===== src/rtl/evtcnt_pkg.sv =====
package evtcnt_pkg;

  // Register addresses
  localparam logic [1:0] ADDR_CTRL = 2'd0;
  localparam logic [1:0] ADDR_FLAG = 2'd1;
  localparam logic [1:0] ADDR_LO   = 2'd2;
  localparam logic [1:0] ADDR_HI   = 2'd3;

  // Control field positions
  localparam int BIT_EN_LO  = 0;
  localparam int BIT_EN_HI  = 1;
  localparam int BIT_RUN_LO = 2;
  localparam int BIT_RUN_HI = 3;
  localparam int BIT_MODE   = 4;
  localparam int CTRL_W     = 5;

  // Strobes from control to datapath
  typedef struct packed {
    logic       incLo;    // count one on the low half
    logic       incHi;    // count one on the high half (split mode)
    logic       runLo;    // 0 forces low half to zero
    logic       runHi;    // 0 forces high half to zero
    logic       cascade;  // high half takes carries from the low half
    logic [1:0] flagClr;  // write-one-to-clear mask
  } evt_strobe_t;

endpackage


===== src/rtl/evtcnt_sync.sv =====
module evtcnt_sync #(
  parameter int Stages = 2
) (
  input  logic clk,
  input  logic rstN,
  input  logic evtIn,
  output logic risePulse
);
  localparam int PipeW = Stages + 1;

  logic [PipeW-1:0] pipe;

  always_ff @(posedge clk or negedge rstN) begin
    if (!rstN) pipe <= '0;
    else       pipe <= {pipe[PipeW-2:0], evtIn};
  end

  // last sync stage high, edge-detect stage still low
  assign risePulse = pipe[Stages-1] & ~pipe[Stages];
endmodule


===== src/rtl/evtcnt_ctrl.sv =====
module evtcnt_ctrl
  import evtcnt_pkg::*;
#(
  parameter int SyncStages = 2
) (
  input  logic              clk,
  input  logic              rstN,
  input  logic              evtLo,
  input  logic              evtHi,
  input  logic              wrEn,
  input  logic [1:0]        wrAddr,
  input  logic [CTRL_W-1:0] wrField,
  output evt_strobe_t       strobe,
  output logic [CTRL_W-1:0] ctrlView
);
  localparam int NumCh = 2;

  logic [NumCh-1:0] evtIn;
  logic [NumCh-1:0] rise;
  logic enLo, enHi, runLo, runHi, mode16;
  logic ctrlWr;

  assign evtIn  = {evtHi, evtLo};
  assign ctrlWr = wrEn && (wrAddr == ADDR_CTRL);

  for (genvar c = 0; c < NumCh; c++) begin : g_sync
    evtcnt_sync #(.Stages(SyncStages)) u_sync (
      .clk      (clk),
      .rstN     (rstN),
      .evtIn    (evtIn[c]),
      .risePulse(rise[c])
    );
  end

  always_ff @(posedge clk or negedge rstN) begin
    if (!rstN) begin
      enLo   <= 1'b0;
      enHi   <= 1'b0;
      runLo  <= 1'b0;
      runHi  <= 1'b0;
      mode16 <= 1'b0;
    end else if (ctrlWr) begin
      enLo  <= wrField[BIT_EN_LO];
      enHi  <= wrField[BIT_EN_HI];
      runLo <= wrField[BIT_RUN_LO];
      runHi <= wrField[BIT_RUN_HI];
      // mode is locked while either half is counting
      if (!enLo && !enHi) mode16 <= wrField[BIT_MODE];
    end
  end

  always_comb begin
    strobe.incLo   = rise[0] & enLo;
    strobe.incHi   = rise[1] & enHi & ~mode16;
    strobe.runLo   = runLo;
    strobe.runHi   = runHi;
    strobe.cascade = mode16;
    strobe.flagClr = (wrEn && wrAddr == ADDR_FLAG) ? wrField[1:0] : 2'b00;
  end

  assign ctrlView = {mode16, runHi, runLo, enHi, enLo};
endmodule


===== src/rtl/evtcnt_datapath.sv =====
module evtcnt_datapath
  import evtcnt_pkg::*;
#(
  parameter int CntW = 8
) (
  input  logic            clk,
  input  logic            rstN,
  input  evt_strobe_t     strobe,
  output logic [CntW-1:0] cntLo,
  output logic [CntW-1:0] cntHi,
  output logic [1:0]      flags,
  output logic            irq
);
  localparam logic [CntW-1:0] One = CntW'(1);

  logic loCarry, hiStep, setLo, setHi;

  always_comb begin
    loCarry = strobe.runLo & strobe.incLo & (&cntLo);
    hiStep  = strobe.cascade ? loCarry : strobe.incHi;
    setLo   = loCarry & ~strobe.cascade;
    setHi   = strobe.runHi & hiStep & (&cntHi);
  end

  always_ff @(posedge clk or negedge rstN) begin
    if (!rstN) begin
      cntLo <= '0;
      cntHi <= '0;
      flags <= 2'b00;
      irq   <= 1'b0;
    end else begin
      if (!strobe.runLo)     cntLo <= '0;
      else if (strobe.incLo) cntLo <= cntLo + One;
      if (!strobe.runHi)     cntHi <= '0;
      else if (hiStep)       cntHi <= cntHi + One;
      flags <= (flags & ~strobe.flagClr) | {setHi, setLo};
      irq   <= |flags;
    end
  end
endmodule


===== src/rtl/evtcnt_top.sv =====
module evtcnt_top
  import evtcnt_pkg::*;
#(
  parameter int CntW       = 8,
  parameter int SyncStages = 2
) (
  input  logic            clk,
  input  logic            rstN,
  input  logic            evtLo,
  input  logic            evtHi,
  input  logic            wrEn,
  input  logic [1:0]      wrAddr,
  input  logic [CntW-1:0] wrData,
  input  logic [1:0]      rdAddr,
  output logic [CntW-1:0] rdData,
  output logic            irq
);
  evt_strobe_t       strobe;
  logic [CTRL_W-1:0] ctrlView;
  logic [CntW-1:0]   cntLo, cntHi;
  logic [1:0]        flags;

  if (CntW > CTRL_W) begin : g_spare
    logic unusedWr;
    assign unusedWr = ^wrData[CntW-1:CTRL_W];
  end

  evtcnt_ctrl #(.SyncStages(SyncStages)) u_ctrl (
    .clk     (clk),
    .rstN    (rstN),
    .evtLo   (evtLo),
    .evtHi   (evtHi),
    .wrEn    (wrEn),
    .wrAddr  (wrAddr),
    .wrField (wrData[CTRL_W-1:0]),
    .strobe  (strobe),
    .ctrlView(ctrlView)
  );

  evtcnt_datapath #(.CntW(CntW)) u_dp (
    .clk   (clk),
    .rstN  (rstN),
    .strobe(strobe),
    .cntLo (cntLo),
    .cntHi (cntHi),
    .flags (flags),
    .irq   (irq)
  );

  always_comb begin
    unique case (rdAddr)
      ADDR_CTRL: rdData = CntW'(ctrlView);
      ADDR_FLAG: rdData = CntW'(flags);
      ADDR_LO:   rdData = cntLo;
      default:   rdData = cntHi;
    endcase
  end
endmodule


===== config.mk =====
export PLATFORM = sky130hd
export DESIGN_NAME = evtcnt_top
export DESIGN_NICKNAME = d
export VERILOG_FILES = /design/src/rtl/evtcnt_pkg.sv /design/src/rtl/evtcnt_sync.sv /design/src/rtl/evtcnt_ctrl.sv /design/src/rtl/evtcnt_datapath.sv /design/src/rtl/evtcnt_top.sv
export SDC_FILE = /design/constraint.sdc
export NUM_CORES = 1
export LEC_CHECK = 0
export BUFFER_PORTS_ARGS = -buffer_cell sky130_fd_sc_hd__buf_4
export CORE_MARGIN = 2
export CORE_UTILIZATION = 60
export CTS_BUF_LIST = sky130_fd_sc_hd__clkbuf_16
export DETAILED_ROUTE_END_ITERATION = 8
export PLACE_DENSITY = 0.9
export SKIP_LAST_GASP = 1
export SYNTH_ARGS = -nofsm -noshare
export SYNTH_HDL_FRONTEND = slang
export SYNTH_SLANG_ARGS = --single-unit

===== constraint.sdc =====
create_clock -name clk -period 2.4 [get_ports clk]
set_clock_uncertainty 0.05 [all_clocks]
set_input_delay 0.36 -clock clk [delete_from_list [all_inputs] [get_ports clk]]
set_output_delay 0.36 -clock clk [all_outputs]
set_load 0.05 [all_outputs]

==> flow_summary.yaml <==
setup_path:
  r2r_start: "u_dp.cntLo[1]"
  arrival_ns: 2.12
  reg2reg_slack_ns: 0.38
  crit_path_end_kind: "register"
  ff2ff_path_depth: 6
  r2r-end: "u_dp.cntHi[3]"
  path_class: "reg2reg"
  critPathLaunchType: "register"
  required_ns: 2.50
  critical_path_peak_fanout: 9
finish:
  syn_to_final_growth_pct: 19.30
  fill_cells: 206
  fin_area_sq_mm: 0.002011
  drive_above_1_share_pct: 23.53
  nNetsFinal: 205
  multiInputGateArea_sq_um: 874.6
  seqCellArea_sq_um: 750.7
  antennaDiodeCount: 0
synthesis:
  ys_ff_latch: 30
  ys.flop_type: "dfrtp_1"
  synth.avg_cell_area_sq_um: 10.34
  synth.top_cells.by_count: "dfrtp_1 (30), nand2_1 (15), clkbuf_1 (8), mux2i_1 (8), nand3_1 (8)"
  ys_seq_area_share_pct: 44.54
  synth_top_area_share_pct: 44.54
  synthesis.nets: 182
  synth_cells: 163
  synth.most_common_cell: "dfrtp_1"
  netlist_area_sq_mm: 0.001685
  synth_area_leaders: "dfrtp_1 (45%), mux2i_1 (4.8%), nand2_1 (3.3%), nand4b_1 (3.1%), mux2_2 (2.7%)"
  async_flop_share_pct: 100.0
  synth_edf_count: 0
  synth.distinct_cells: 45
  yosysTopAreaCell: "dfrtp_1"
  yosysWarnings: 0
detailed_routing:
  route.vias.total: 1450
  drt_iter0_drc: 73
  drt-pass1-iter-count: 4
  viasPerCell: 6.651
  wl_microns: 4041
  antenna_left: 0
  routedWlPerCell_microns: 18.54
  drc: 0
sta:
  rsz0062_at_grt: "no"
  layout_min_cycle_time_ns: 2.025
  timing.slew.headroom_pct: 53.70
  slew_viol_final: 0
  setup_viol: 0
  post-route-period-util_pct: 84.37
  hold_viol_final: 0
  tightestPinTransition_ns: 0.6930
  fmax_mhz: 493.9
  fin_tns_setup_ns: 0
flow_run:
  drv_cap: 0
floorplan:
  core_sq_mm: 0.002710
  die_w_microns: 57
  ios: 26
  fp.dieH_microns: 57
  rows: 19
  dieArea_sq_mm: 0.003249
  floorplan.initialDensity_pct: 62.19
clock_tree:
  path_clk_slew_ns: 0.05
  cts_inserted_buffers: 5
  cts_tree: "built"
  clockBufferDepth: 2
  clk_latency_ns: 0.28
  holdBufCountCts: 1
  cts_root_buf: "clkbuf_16"
  cts.sinks: 30
  post-cts-setup-buffers: 0
  cts_resized: 0
  cts-htree-levels: 2
global_route:
  grt_use_total_pct: 27.83
  grt_first_pass_wirelength_microns: 6734
  gr-total-overflow: 0
  grt_max_degree: 31
  grt_pass1_vias: 1451
  antenna_found_initial: 0
worst_hold_path:
  min_path_cells: 1
  min_path_type: "in2reg"
  hold_end: "u_ctrl.g_sync[0].u_sync.pipe[0]"
  hold_start: "evtLo"
place:
  routabilityCongestion: 0.8773
  dpl_cell_area_sq_mm: 0.001863
  numPortBuffers: 22
  dp_hpwl_microns: 2711
power_and_ir_drop:
  power.share.sequential_pct: 44.2
  power_density_mw_per_mm2: 656.9
  ir_drop_mv: 0.8233
  swShare_pct: 26.08
  p_sw_uw: 344.5
  p_comb_share_pct: 11.9
  clockPowerShare_pct: 43.9
  p_leak_nw: 0.9123
  p_int_uw: 976.3
run_status:
  status: "completed"
## registers in the layout, summed over array words and instances, names as in the netlist
| signal | flops |
|---|---|
| u_dp.cntHi | 8 |
| u_dp.cntLo | 8 |
| u_ctrl.g_sync.u_sync.pipe | 6 |
| u_dp.flags | 2 |
| u_ctrl.enHi | 1 |
| u_ctrl.enLo | 1 |
| u_ctrl.mode16 | 1 |
| u_ctrl.runHi | 1 |
| u_ctrl.runLo | 1 |
| u_dp.irq | 1 |
## through the flow
| stage | util (%) | std cells | power (mW) | setup slack, ns | hold WS [ns] |
|---|---|---|---|---|---|
| 6_report | 74.19 | 218 | 1.321 | 0.3751 | 0.1393 |
| 5_1_grt | 74.19 | 218 | 1.368 | 0.2530 | 0.1370 |
| 4_1_cts | 74.19 | 218 | 1.333 | 0.3986 | 0.1349 |
| 3_5_place_dp | 68.74 | 209 | 0.7432 | 0.4425 | 0.2558 |
| 3_3_place_gp | 68.74 | 209 | 0.7363 | 0.5381 | 0.2565 |
| 2_1_floorplan | - | 163 | 0.6776 | 0.1259 | 0.01441 |
## layer usage
metal | up-vias | track usage, % | share of wire [%]
met2 | 73 | 44.50 | 51
met3 | 8 | 7.937 | 6.5
met4 | 0 | 13.62 | 2.2
li1 | 649 | - | -
met1 | 720 | 34.91 | 40
met5 | - | 0 | 0
## worst max-delay path: stages, from the launching register on
cell	delay [ns]
dfrtp_1	0.43
ha_1	0.20
nand2_1	0.12
nor4_4	0.62
buf_4	0.26
nand4b_1	0.12
nand4_1	0.10
## cell usage in the layout, fill, tap and decap left out, types with 2 or more instances in the layout
cell       count
dfrtp_1       30
buf_4         24
nand2_1       15
mux2i_1        8
nand3_1        8
o21ai_0        7
nor3_1         7
nand4b_1       6
nor2_1         6
inv_1          6
nand4_1        6
and2_1         5
clkbuf_16      5
nor2b_1        4
mux2_2         4
nand3b_1       3
xor2_1         3
or3_2          3
a21oi_1        2
a21boi_0       2
xnor2_1        2
o211ai_1       2
a31oi_1        2
or3_1          2
ha_1           2
## power groups by stage
stage	combinational [mW]	sequential, mW	clock [mW]
after floorplan	0.109	0.569	0
after global placement	0.150	0.586	0
after detailed placement	0.154	0.589	0
after CTS	0.158	0.582	0.592
after global routing	0.169	0.588	0.611
final	0.157	0.583	0.580
## cell families (layout without fill, tap and decap cells)
logic type | Yosys count | after routing | synth area share (%)
adders and majority gates | 2 | 2 | 1.485
DFF | 30 | 30 | 44.54
AOI/OAI and AO/OA | 23 | 23 | 9.725
and+or+nand+nor | 75 | 75 | 27.77
xor gates and xnor gates | 5 | 5 | 2.599
buffers and inverters | 14 | 38 | 3.564
muxes | 14 | 14 | 10.32
## how the worst max path moves through the flow
| stage | cells past startpoint | slack, ns | endpoint | from |
|---|---|---|---|---|
| after floorplan | 3 | 0.13 | rdData[3] | rdAddr[1] |
| after global placement | 5 | 0.54 | u_dp.flags[1] | u_dp.cntLo[0] |
| after detailed placement | 6 | 0.44 | u_dp.cntHi[3] | u_dp.cntLo[1] |
| after CTS | 5 | 0.40 | u_dp.flags[1] | u_dp.cntLo[0] |
| after global routing | 5 | 0.25 | u_dp.flags[1] | u_dp.cntLo[1] |
| final | 6 | 0.38 | u_dp.cntHi[3] | u_dp.cntLo[1] |
## final cells by class
| type | instances | share of cell area, % |
|---|---|---|
| tap | 31 | 1.929 |
| clock inverter | 3 | 0.6223 |
| timing repair buffer | 25 | 9.459 |
| inverter | 5 | 0.9334 |
| sequential | 30 | 37.34 |
| multi-input combinational | 119 | 43.50 |
| clock buffer | 5 | 6.223 |
(Power assumes the default switching activity.)
